**src/rtl/tfp_pkg.sv**
```systemverilog
package tfp_pkg;
  localparam int unsigned BIT_NORETRY = 7;
  localparam int unsigned BIT_NOFCS   = 3;
  localparam int unsigned BIT_PAD     = 0;
  localparam logic [7:0]  CFG_MASK    = 8'h89;

  typedef struct packed {
    logic noretry;
    logic nofcs;
    logic pad;
  } tx_ctrl_t;
endpackage

```
**src/rtl/tfp_ctrl_reg.sv**
```systemverilog
module tfp_ctrl_reg
  import tfp_pkg::*;
(
  input  logic       clk_i,
  input  logic       rst_ni,
  input  logic       soft_rst_i,
  input  logic       we_i,
  input  logic [7:0] wdata_i,
  output logic [7:0] rdata_o,
  output tx_ctrl_t   ctrl_o
);
  logic [7:0] cfg_q;

  always_ff @(posedge clk_i or negedge rst_ni) begin
    if (!rst_ni) begin
      cfg_q <= '0;
    end else begin
      if (we_i) cfg_q <= wdata_i & CFG_MASK;
      // soft reset wins over a same-cycle write
      if (soft_rst_i) cfg_q[BIT_NORETRY] <= 1'b0;
    end
  end

  assign rdata_o        = cfg_q;
  assign ctrl_o.noretry = cfg_q[BIT_NORETRY];
  assign ctrl_o.nofcs   = cfg_q[BIT_NOFCS];
  assign ctrl_o.pad     = cfg_q[BIT_PAD];
endmodule

```
**src/rtl/tfp_ctrl_queue.sv**
```systemverilog
module tfp_ctrl_queue
  import tfp_pkg::*;
#(
  parameter int unsigned DEPTH = 4
) (
  input  logic     clk_i,
  input  logic     rst_ni,
  input  logic     push_i,
  input  tx_ctrl_t din_i,
  input  logic     pop_i,
  output tx_ctrl_t dout_o,
  output logic     valid_o,
  output logic     full_o
);
  localparam int unsigned PTR_W = (DEPTH > 1) ? $clog2(DEPTH) : 1;
  localparam int unsigned CNT_W = $clog2(DEPTH + 1);
  localparam logic [PTR_W-1:0] LAST = PTR_W'(DEPTH - 1);
  localparam logic [CNT_W-1:0] FULL = CNT_W'(DEPTH);

  tx_ctrl_t         mem [DEPTH];
  logic [PTR_W-1:0] rd_ptr, wr_ptr;
  logic [CNT_W-1:0] cnt;
  logic             do_push, do_pop;

  assign valid_o = (cnt != '0);
  assign full_o  = (cnt == FULL);
  assign do_pop  = pop_i & valid_o;
  assign do_push = push_i & (~full_o | do_pop);
  assign dout_o  = mem[rd_ptr];

  always_ff @(posedge clk_i) begin
    if (do_push) mem[wr_ptr] <= din_i;
  end

  always_ff @(posedge clk_i or negedge rst_ni) begin
    if (!rst_ni) begin
      rd_ptr <= '0;
      wr_ptr <= '0;
      cnt    <= '0;
    end else begin
      if (do_push) wr_ptr <= (wr_ptr == LAST) ? '0 : wr_ptr + 1'b1;
      if (do_pop)  rd_ptr <= (rd_ptr == LAST) ? '0 : rd_ptr + 1'b1;
      case ({do_push, do_pop})
        2'b10:   cnt <= cnt + 1'b1;
        2'b01:   cnt <= cnt - 1'b1;
        default: cnt <= cnt;
      endcase
    end
  end
endmodule

```
**src/rtl/tfp_attempt_ctrl.sv**
```systemverilog
module tfp_attempt_ctrl #(
  parameter int unsigned MAX_ATT = 16,
  parameter int unsigned CNT_W   = $clog2(MAX_ATT + 1)
) (
  input  logic             clk_i,
  input  logic             rst_ni,
  input  logic             active_i,
  input  logic             noretry_i,
  input  logic             coll_i,
  input  logic             done_i,
  output logic             pop_o,
  output logic             retry_o,
  output logic             abort_o,
  output logic             stat_valid_o,
  output logic             stat_err_o,
  output logic [CNT_W-1:0] stat_att_o
);
  logic [CNT_W-1:0] att_q, att_next;
  logic             coll_ev, done_ev, give_up;

  assign att_next = att_q + 1'b1;
  assign coll_ev  = active_i & coll_i;
  assign done_ev  = active_i & done_i & ~coll_i;
  assign give_up  = coll_ev & (noretry_i | (att_next == CNT_W'(MAX_ATT)));
  assign pop_o    = give_up | done_ev;

  always_ff @(posedge clk_i or negedge rst_ni) begin
    if (!rst_ni) begin
      att_q        <= '0;
      retry_o      <= 1'b0;
      abort_o      <= 1'b0;
      stat_valid_o <= 1'b0;
      stat_err_o   <= 1'b0;
      stat_att_o   <= '0;
    end else begin
      retry_o      <= coll_ev & ~give_up;
      abort_o      <= give_up;
      stat_valid_o <= pop_o;
      if (pop_o) begin
        stat_err_o <= give_up;
        stat_att_o <= att_next;
        att_q      <= '0;
      end else if (coll_ev) begin
        att_q      <= att_next;
      end
    end
  end
endmodule

```
**src/rtl/tx_frame_policy.sv**
```systemverilog
module tx_frame_policy
  import tfp_pkg::*;
#(
  parameter int unsigned QUEUE_DEPTH  = 4,
  parameter int unsigned MAX_ATTEMPTS = 16,
  parameter int unsigned ATT_W        = $clog2(MAX_ATTEMPTS + 1)
) (
  input  logic             clk_i,
  input  logic             rst_ni,
  input  logic             soft_rst_i,
  input  logic             cfg_we_i,
  input  logic [7:0]       cfg_wdata_i,
  output logic [7:0]       cfg_rdata_o,
  input  logic             fifo_wr_i,
  input  logic             fifo_eof_i,
  output logic             q_valid_o,
  output logic             q_full_o,
  input  logic             tx_coll_i,
  input  logic             tx_done_i,
  output logic             fcs_en_o,
  output logic             retry_o,
  output logic             abort_o,
  output logic             stat_valid_o,
  output logic             stat_rtry_err_o,
  output logic [ATT_W-1:0] stat_attempts_o
);
  tx_ctrl_t live_ctrl, head_ctrl;
  logic     pop;

  tfp_ctrl_reg u_reg (
    .clk_i      (clk_i),
    .rst_ni     (rst_ni),
    .soft_rst_i (soft_rst_i),
    .we_i       (cfg_we_i),
    .wdata_i    (cfg_wdata_i),
    .rdata_o    (cfg_rdata_o),
    .ctrl_o     (live_ctrl)
  );

  tfp_ctrl_queue #(.DEPTH(QUEUE_DEPTH)) u_queue (
    .clk_i   (clk_i),
    .rst_ni  (rst_ni),
    .push_i  (fifo_wr_i & fifo_eof_i),
    .din_i   (live_ctrl),
    .pop_i   (pop),
    .dout_o  (head_ctrl),
    .valid_o (q_valid_o),
    .full_o  (q_full_o)
  );

  tfp_attempt_ctrl #(.MAX_ATT(MAX_ATTEMPTS), .CNT_W(ATT_W)) u_att (
    .clk_i        (clk_i),
    .rst_ni       (rst_ni),
    .active_i     (q_valid_o),
    .noretry_i    (head_ctrl.noretry),
    .coll_i       (tx_coll_i),
    .done_i       (tx_done_i),
    .pop_o        (pop),
    .retry_o      (retry_o),
    .abort_o      (abort_o),
    .stat_valid_o (stat_valid_o),
    .stat_err_o   (stat_rtry_err_o),
    .stat_att_o   (stat_attempts_o)
  );

  // pad forces FCS regardless of the disable bit
  assign fcs_en_o = q_valid_o & (head_ctrl.pad | ~head_ctrl.nofcs);
endmodule

```
**config.mk**
```make
export PLATFORM = sky130hd
export DESIGN_NAME = tx_frame_policy
export DESIGN_NICKNAME = d
export VERILOG_FILES = /design/src/rtl/tfp_pkg.sv /design/src/rtl/tfp_ctrl_reg.sv /design/src/rtl/tfp_ctrl_queue.sv /design/src/rtl/tfp_attempt_ctrl.sv /design/src/rtl/tx_frame_policy.sv
export SDC_FILE = /design/constraint.sdc
export NUM_CORES = 1
export LEC_CHECK = 0
export BUFFER_PORTS_ARGS = -buffer_cell sky130_fd_sc_hd__buf_2
export CORE_ASPECT_RATIO = 0.9
export CORE_UTILIZATION = 36
export DETAILED_ROUTE_END_ITERATION = 10
export SYNTH_ARGS = -nofsm -noshare
export SYNTH_HDL_FRONTEND = slang
export SYNTH_SLANG_ARGS = --single-unit
```
**constraint.sdc**
```tcl
create_clock -name clk_i -period 3.7 [get_ports clk_i]
set_clock_uncertainty 0.05 [all_clocks]
set_input_delay 0.555 -clock clk_i [delete_from_list [all_inputs] [get_ports clk_i]]
set_output_delay 0.555 -clock clk_i [all_outputs]
set_load 0.02 [all_outputs]
```
==> summary.txt, run 1 <==
Status
  • Status: completed

Global route
  • GRT overflow: 0
  • Initial antenna violation count: 0
  • First-pass GRT wire length: 5210 microns
  • GRT Max-Usage Layer: met2
  • Total track usage: 13.4%
  • Pin count of the biggest net entering global routing: 25
  • GR Util met3: 3.95%
  • M1 GR Usage: 15.2%
  • Vias in the first global route: 1,123
  • Global-route met2 utilization: 22.8%

Drt
  • Via count: 1,117
  • Antenna Violating Nets Remaining: 0
  • Final WL: 3060 microns
  • Drc violations: 0
  • Iter 0 DRT Violations: 53
  • First-pass DRT Iterations: 4
  • Routed len/inst: 12.8 microns
  • Vias per inst: 4.67

Clock network
  • Clk_lat worst skew: 290 ps
  • Post-CTS Resized: 0
  • Clock H-tree levels: 2
  • CTS Buf Count: 5
  • CTS Hold Bufs: 0
  • Postcts setup bufs: 0
  • CTS tree: yes
  • Clock Root Buffer: clkbuf_8
  • Clock-pin slew on the worst setup and hold paths: 70 ps
  • CTS Sinks: 36
  • Longest Clk Path Bufs: 2

Placed design
  • Dpl cells: 231
  • Routability cong.: 0.790
  • Post-detail-place hpwl: 2220 microns
  • Buffers on Ports: 25

Cells and area
  • Nets: 200
  • Most frequent standard cell in the layout excluding fill and tap cells: buf_2
  • Share of layout cells above drive strength 1: 26.6%
  • Synth-to-Final Area Change: 18.6%
  • Finished Layout Cells: 239
  • Most frequent cells in the layout: 25 x buf_2, 24 x dfrtp_1, 15 x nand2_1, 12 x edfxtp_1
  • Fill cells: 463
  • ANT cells: 0

Critical path
  • CP Data Arrival Time: 2980 ps
  • Critical Path, Cell by Cell: mux4_2 > a21oi_4 > nor2_1 > o21ai_0 > ha_1 > inv_1 > fa_1 > xor2_1 > nor2_1 > xor2_1
  • Worst Setup End Kind: flop
  • Beginning of the worst register-to-register path: u_queue.rd_ptr[0]$_DFFE_PN0P_
  • Req. time, crit path: 3860 ps
  • CP max stage delay: 600 ps
  • Worst setup SP type: flop
  • CP Launch Point: u_queue.rd_ptr[0]$_DFFE_PN0P_
  • Worst path slowest cell: mux4_2
  • CP Max Fanout: 8
  • Top delay family on crit path: multiplexers
  • Buf+Inv Stages, Crit Path: 1
  • Setup Crit Path Kind: reg -> reg

Job
  • Max Cap Viol: 0

Die
  • Io pins: 36
  • Die area: 0.00521 sq mm
  • CORE AREA: 0.00460 sq mm
  • Die width: 76 microns
  • Placement Rows: 23
  • Die height: 68.6 microns
  • Initial Utilization: 38.5%

Yosys
  • FF+latch count, synth: 36
  • Netlist cell types: 41
  • Sequential area share after synthesis: 54.2%
  • Syn Inst Count: 147
  • Syn avg cell area: 12.1 sq um
  • Post-synth EDFFs: 12
  • Mapped Area: 0.00177 sq mm
  • Dominant synthesized flop cell: dfrtp_1
  • Async set-reset flop share out of synthesis: 66.7%
  • Ys Warns: 0

Power and ir drop
  • Static leakage: 0.995 nW
  • Int Power: 0.00111 W
  • Switching Share: 33.1%
  • Power share of the clock group: 28.7%
  • VDD IR-drop max: 329 uV
  • P_sw: 0.000552 W
  • Register share of total power: 36.4%
  • Part of the power in combinational logic: 35.0%
  • Pwr/cell area: 791 mW/mm^2

Timing
  • Headroom to the max-slew limit: 63.8%
  • RSZ-0062 raised after global routing: false
  • Setup-failing EPs final: 0
  • Minimum clock period: 2820 ps
  • Period utilization: 76.1%
  • Final Slew Violations: 0
  • Setup TNS: 0 ps
  • Tightest Pin Transition: 542 ps
  • Hold violation count in the final report: 0
  • Fmax: 355 MHz

Worst hold path
  • Hold crit path type: in -> async
[logic make-up (layout without fill, tap and decap cells)]
| logic type | count (synthesis) | in the layout | share of synthesized area (%) |
|---|---|---|---|
| simple gates | 39 | 39 | 10.1 |
| flops | 36 | 36 | 54.2 |
| compound gates | 27 | 27 | 12.8 |
| buf+inv | 18 | 44 | 4.94 |
| mux | 12 | 12 | 8.74 |
| fa+ha+maj | 8 | 8 | 6.06 |
| xor+xnor | 6 | 6 | 2.96 |
| other cells | 1 | 5 | 0.211 |
[worst reg2reg max path: cells and delay by family, from the launching register on]
family | cells | cell delay, ps
buffers and inverters | 1 | 60
muxes | 1 | 600
AOI/OAI and AO/OA | 2 | 430
xor gates and xnor gates | 2 | 310
adders and majority gates | 2 | 580
and+or+nand+nor | 2 | 210
DFF | 1 | 500
[routing by layer]
layer,vias to the layer above,part of all wire [%]
li1,555,-
met4,0,2.0
met1,514,45
met2,41,48
met3,7,5.2
met5,-,0
[state kept, by name, summed over array words and instances, names as in the netlist]
name	count
u_reg.rdata_o	3
u_att.stat_att_o	5
u_queue.wr_ptr	2
u_att.abort_o	1
u_att.stat_err_o	1
u_att.stat_valid_o	1
u_queue.rd_ptr	2
u_att.retry_o	1
u_queue.mem	12
u_att.att_q	5
u_queue.cnt	3
[final timing paths]
check	cells after the start	end	slack [ps]
min in group clk_i	2	u_reg.rdata_o[7]$_DFFE_PN0P_	360
worst min-delay path	1	u_queue.cnt[1]$_DFFE_PN0P_	190
worst min register to register	1	u_queue.cnt[2]$_DFFE_PN0P_	440
worst max register to register	10	u_queue.cnt[2]$_DFFE_PN0P_	880
worst max-delay path	10	u_queue.cnt[2]$_DFFE_PN0P_	880
max in group asynchronous	1	u_reg.rdata_o[3]$_DFFE_PN0P_	3050
[synthesized netlist by cell type, types with 2 or more instances]
cell type   n  area share (%)
dfrtp_1    24              34
nand2_1    15             3.2
edfxtp_1   12              20
inv_1      11             2.3
nor2_1     11             2.3
ha_1        7             4.9
o21ai_0     6             1.7
buf_4       5             2.1
mux2i_1     5             2.8
xor2_1      5             2.5
mux2_4      4             3.4
a21o_1      3             1.3
a22o_1      3             1.5
and2_1      3             1.1
a21oi_1     2            0.56
a21oi_4     2             1.8
a311o_1     2             1.1
mux2_2      2             1.3
nor2b_1     2            0.71
nor3_1      2            0.56
[through the flow]
stage	util [%]	setup WS [ps]	hold WS (ps)	power (W)	instance area, sq um
6_report	45.7	884	195	0.00167	2100
5_1_grt	45.7	700	232	0.00178	2100
4_1_cts	45.7	861	202	0.00169	2100
3_5_place_dp	42.3	872	430	0.00120	1950
3_3_place_gp	42.3	951	415	0.00117	1950
2_1_floorplan	-	1110	209	0.00105	1790
[power groups by stage]
stage          registers, W  logic [W]  clock network, W
2_1_floorplan      0.000637   0.000411                 0
5_1_grt            0.000624   0.000652          0.000505
3_5_place_dp       0.000614   0.000588                 0
4_1_cts            0.000606   0.000592          0.000489
6_report           0.000606   0.000582          0.000477
3_3_place_gp       0.000607   0.000565                 0
[layout make-up]
class                      instances  area, sq um  area share (%)
multi-input combinational         97          741            35.2
timing repair buffer              25          125            5.95
sequential                        36          961            45.7
tap                               62         77.6            3.69
clock inverter                     3         90.1            4.28
inverter                          11         41.3            1.96
clock buffer                       5         68.8            3.27
(Power assumes the default switching activity.)
==> run 2, diff against run 1 <==
clock period = 2.25 ns   (was 3.7 ns; I/O delays follow)
==> run 2 against run 1 <==
The run now ends with negative setup slack left. Cell count rose by 7.5%. Hold slack lost 60 ps. Clock-buffer cell count is the same. Combinational power grew 98%. Sequential cell count unchanged. Register-to-register slack got worse by 1000 ps. First-iteration DRC count fell by 42%. Design area grew 4.9%. Worst setup slack worse by 1000 ps. Critical path type unchanged. Largest power group is now combinational logic.
==> summary.txt, run 2 (synthesis results as in run 1) <==
Job
  • Max Cap Viol: 0 (unchanged)

Drt
  • Via count: 1,221 (was 1,117)
  • Drc violations: 0 (unchanged)
  • Final WL: 3220 microns (was 3060 microns)
  • Iter 0 DRT Violations: 31 (was 53)
  • Routed len/inst: 12.5 microns (was 12.8 microns)
  • Antenna Violating Nets Remaining: 0 (unchanged)
  • Vias per inst: 4.75 (was 4.67)
  • First-pass DRT Iterations: 4 (unchanged)

Critical path
  • Critical Path, Cell by Cell: mux4_2 > a21oi_4 > nor2_4 > o21ai_2 > ha_2 > inv_2 > fa_2 > xor2_1 > nor2_1 > xor2_1 (was mux4_2 > a21oi_4 > nor2_1 > o21ai_0 > ha_1 > inv_1 > fa_1 > xor2_1 > nor2_1 > xor2_1)
  • Critical path depth in cells: 10 (unchanged)
  • Worst path slowest cell: mux4_2 (unchanged)
  • Most used cell, CP: xor2_1
  • Buf+Inv Stages, Crit Path: 1 (unchanged)
  • Setup Crit Path Kind: reg -> reg (unchanged)
  • CP Max Fanout: 2 (was 8)
  • Worst Setup End Kind: flop (unchanged)
  • Reg2reg path depth: 10 (unchanged)
  • CP Data Arrival Time: 2530 ps (was 2980 ps)
  • Top delay family on crit path: multiplexers (unchanged)
  • Worst setup SP type: flop (unchanged)
  • CP max stage delay: 550 ps (was 600 ps)
  • Req. time, crit path: 2420 ps (was 3860 ps)

Cells and area
  • ANT cells: 0 (unchanged)
  • Largest register FFs: 12 (unchanged)
  • Fill cells: 435 (was 463)
  • Share of layout cells above drive strength 1: 37.4% (was 26.6%)
  • Synth-to-Final Area Change: 24.4% (was 18.6%)
  • Most frequent cells in the layout: 25 x buf_2, 22 x dfrtp_1, 16 x buf_4, 15 x nand2_1, 12 x edfxtp_1 (was 25 x buf_2, 24 x dfrtp_1, 15 x nand2_1, 12 x edfxtp_1)
  • Top flop regs: u_queue.mem x12, u_att.att_q x5, u_att.stat_att_o x5 (unchanged)
  • Most frequent standard cell in the layout excluding fill and tap cells: buf_2 (unchanged)
  • Nets: 218 (was 200)
  • Register with the most flip-flops: u_queue.mem (unchanged)
  • Final Util: 47.9% (was 45.7%)

Clock network
  • CTS Sinks: 36 (unchanged)
  • Longest Clk Path Bufs: 2 (unchanged)
  • CTS Buf Count: 5 (unchanged)
  • Clock-pin slew on the worst setup and hold paths: 80 ps (was 70 ps)
  • Clock Root Buffer: clkbuf_8 (unchanged)
  • Clk_lat worst skew: 290 ps (about the same)
  • CTS tree: yes (unchanged)
  • Clock H-tree levels: 2 (unchanged)

Global route
  • Pin count of the biggest net entering global routing: 25 (unchanged)
  • Total track usage: 13.3% (was 13.4%)
  • GRT overflow: 0 (unchanged)
  • Vias in the first global route: 1,171 (was 1,123)
  • Initial antenna violation count: 0 (unchanged)
  • First-pass GRT wire length: 5130 microns (was 5210 microns)

Timing
  • RSZ-0062 raised after global routing: true (was false)
  • Final Slew Violations: 0 (unchanged)
  • Period utilization: 105% (was 76.1%)
  • Hold violation count in the final report: 0 (unchanged)
  • Fmax: 424 MHz (was 355 MHz)
  • WHS: 135 ps (was 195 ps)
  • Tightest Pin Transition: 547 ps (was 542 ps)
  • Minimum clock period: 2360 ps (was 2820 ps)
  • Headroom to the max-slew limit: 63.6% (was 63.8%)
  • Setup ws final: -111 ps (was 884 ps)
  • Setup-failing EPs final: 1 (was 0)

Die
  • Placement Rows: 23 (unchanged)
  • Die height: 68.6 microns (unchanged)
  • Io pins: 36 (unchanged)
  • Die area: 0.00521 sq mm (unchanged)
  • Initial Utilization: 38.5% (unchanged)
  • CORE AREA: 0.00460 sq mm (unchanged)
  • Die width: 76 microns (unchanged)

Power and ir drop
  • VDD IR-drop max: 517 uV (was 329 uV)
  • Static leakage: 1.05 nW (was 0.995 nW)
  • Pwr/cell area: 1180 mW/mm^2 (was 791 mW/mm^2)

Placed design
  • Buffers on Ports: 25 (unchanged)
  • Post-detail-place hpwl: 2370 microns (was 2220 microns)
  • Routability cong.: 0.745 (was 0.790)

Status
  • Status: finished, violations left (was completed)
  • Failing checks: negative setup slack

Worst hold path
  • Hold crit path type: in -> reg (was in -> async)
  • Worst hold path stage count: 2
==> run 2: cell count changes in the layout (fill, tap and decap cells not counted), sizes merged <==
cell	before	now
buf	25	42
bufinv	3	0
clkinv	0	1
clkinvlp	0	2
dlygate4sd3	0	1
==> run 2: routing by layer <==
metal  share of wire, %  vias to the layer above  global-route usage, %
li1                   -                      597                      -
met5                  0                        -                      0
met2                 50                       35                   24.0
met3                4.0                        7                   3.29
met1                 44                      582                   14.7
met4                2.2                        0                   7.93
==> run 2: area by class of cell <==
cell class | count | area (sq um) | area share, %
multi-input cells | 97 | 766 | 34.7
clock buffers | 5 | 68.8 | 3.12
clock inverters | 3 | 23.8 | 1.08
repair buffers | 43 | 267 | 12.1
well taps | 62 | 77.6 | 3.51
flip-flops and latches | 36 | 963 | 43.7
inverters | 11 | 41.3 | 1.87
==> run 2: path summary, 6_finish.rpt <==
kind,start,to,slack (ps)
max,u_queue.rd_ptr[0]$_DFFE_PN0P_,u_queue.cnt[2]$_DFFE_PN0P_,-110
min,soft_rst_i,u_reg.rdata_o[7]$_DFFE_PN0P_,130
max reg2reg,u_queue.rd_ptr[0]$_DFFE_PN0P_,u_queue.cnt[2]$_DFFE_PN0P_,-110
min reg2reg,u_queue.cnt[2]$_DFFE_PN0P_,u_queue.cnt[2]$_DFFE_PN0P_,450
max in group asynchronous,rst_ni,u_queue.rd_ptr[0]$_DFFE_PN0P_,1250
min in group asynchronous,rst_ni,u_att.stat_att_o[0]$_DFFE_PN0P_,510
==> run 2: where the power goes <==
group          switching, W  internal, W
combinational      0.000593     0.000561
sequential         0.000133     0.000852
clock              0.000248     0.000219
==> run 2: repair_timing <==
| action | CTS | global route |
|---|---|---|
| hold buffers | 1 | 0 |
| hold endpoints to repair | 24 | 0 |
| gates resized for setup | 3 | 3 |
| buffers inserted | 2 | 0 |
| endpoints found under the setup margin | 2 | 2 |
| pin swaps | 2 | 0 |
==> run 2: per-stage QoR <==
| stage | TNS, ps | total power, W | setup slack, ps | cells | instance area (sq um) |
|---|---|---|---|---|---|
| finish | -111 | 0.00261 | -111 | 257 | 2210 |
| floorplan | -299 | 0.00174 | -204 | 151 | 1800 |
| global route | -285 | 0.00278 | -210 | 257 | 2210 |
| global placement | -105 | 0.00206 | -105 | 246 | 2070 |
| CTS | -109 | 0.00262 | -109 | 257 | 2190 |
| detailed placement | -171 | 0.00211 | -156 | 246 | 2070 |
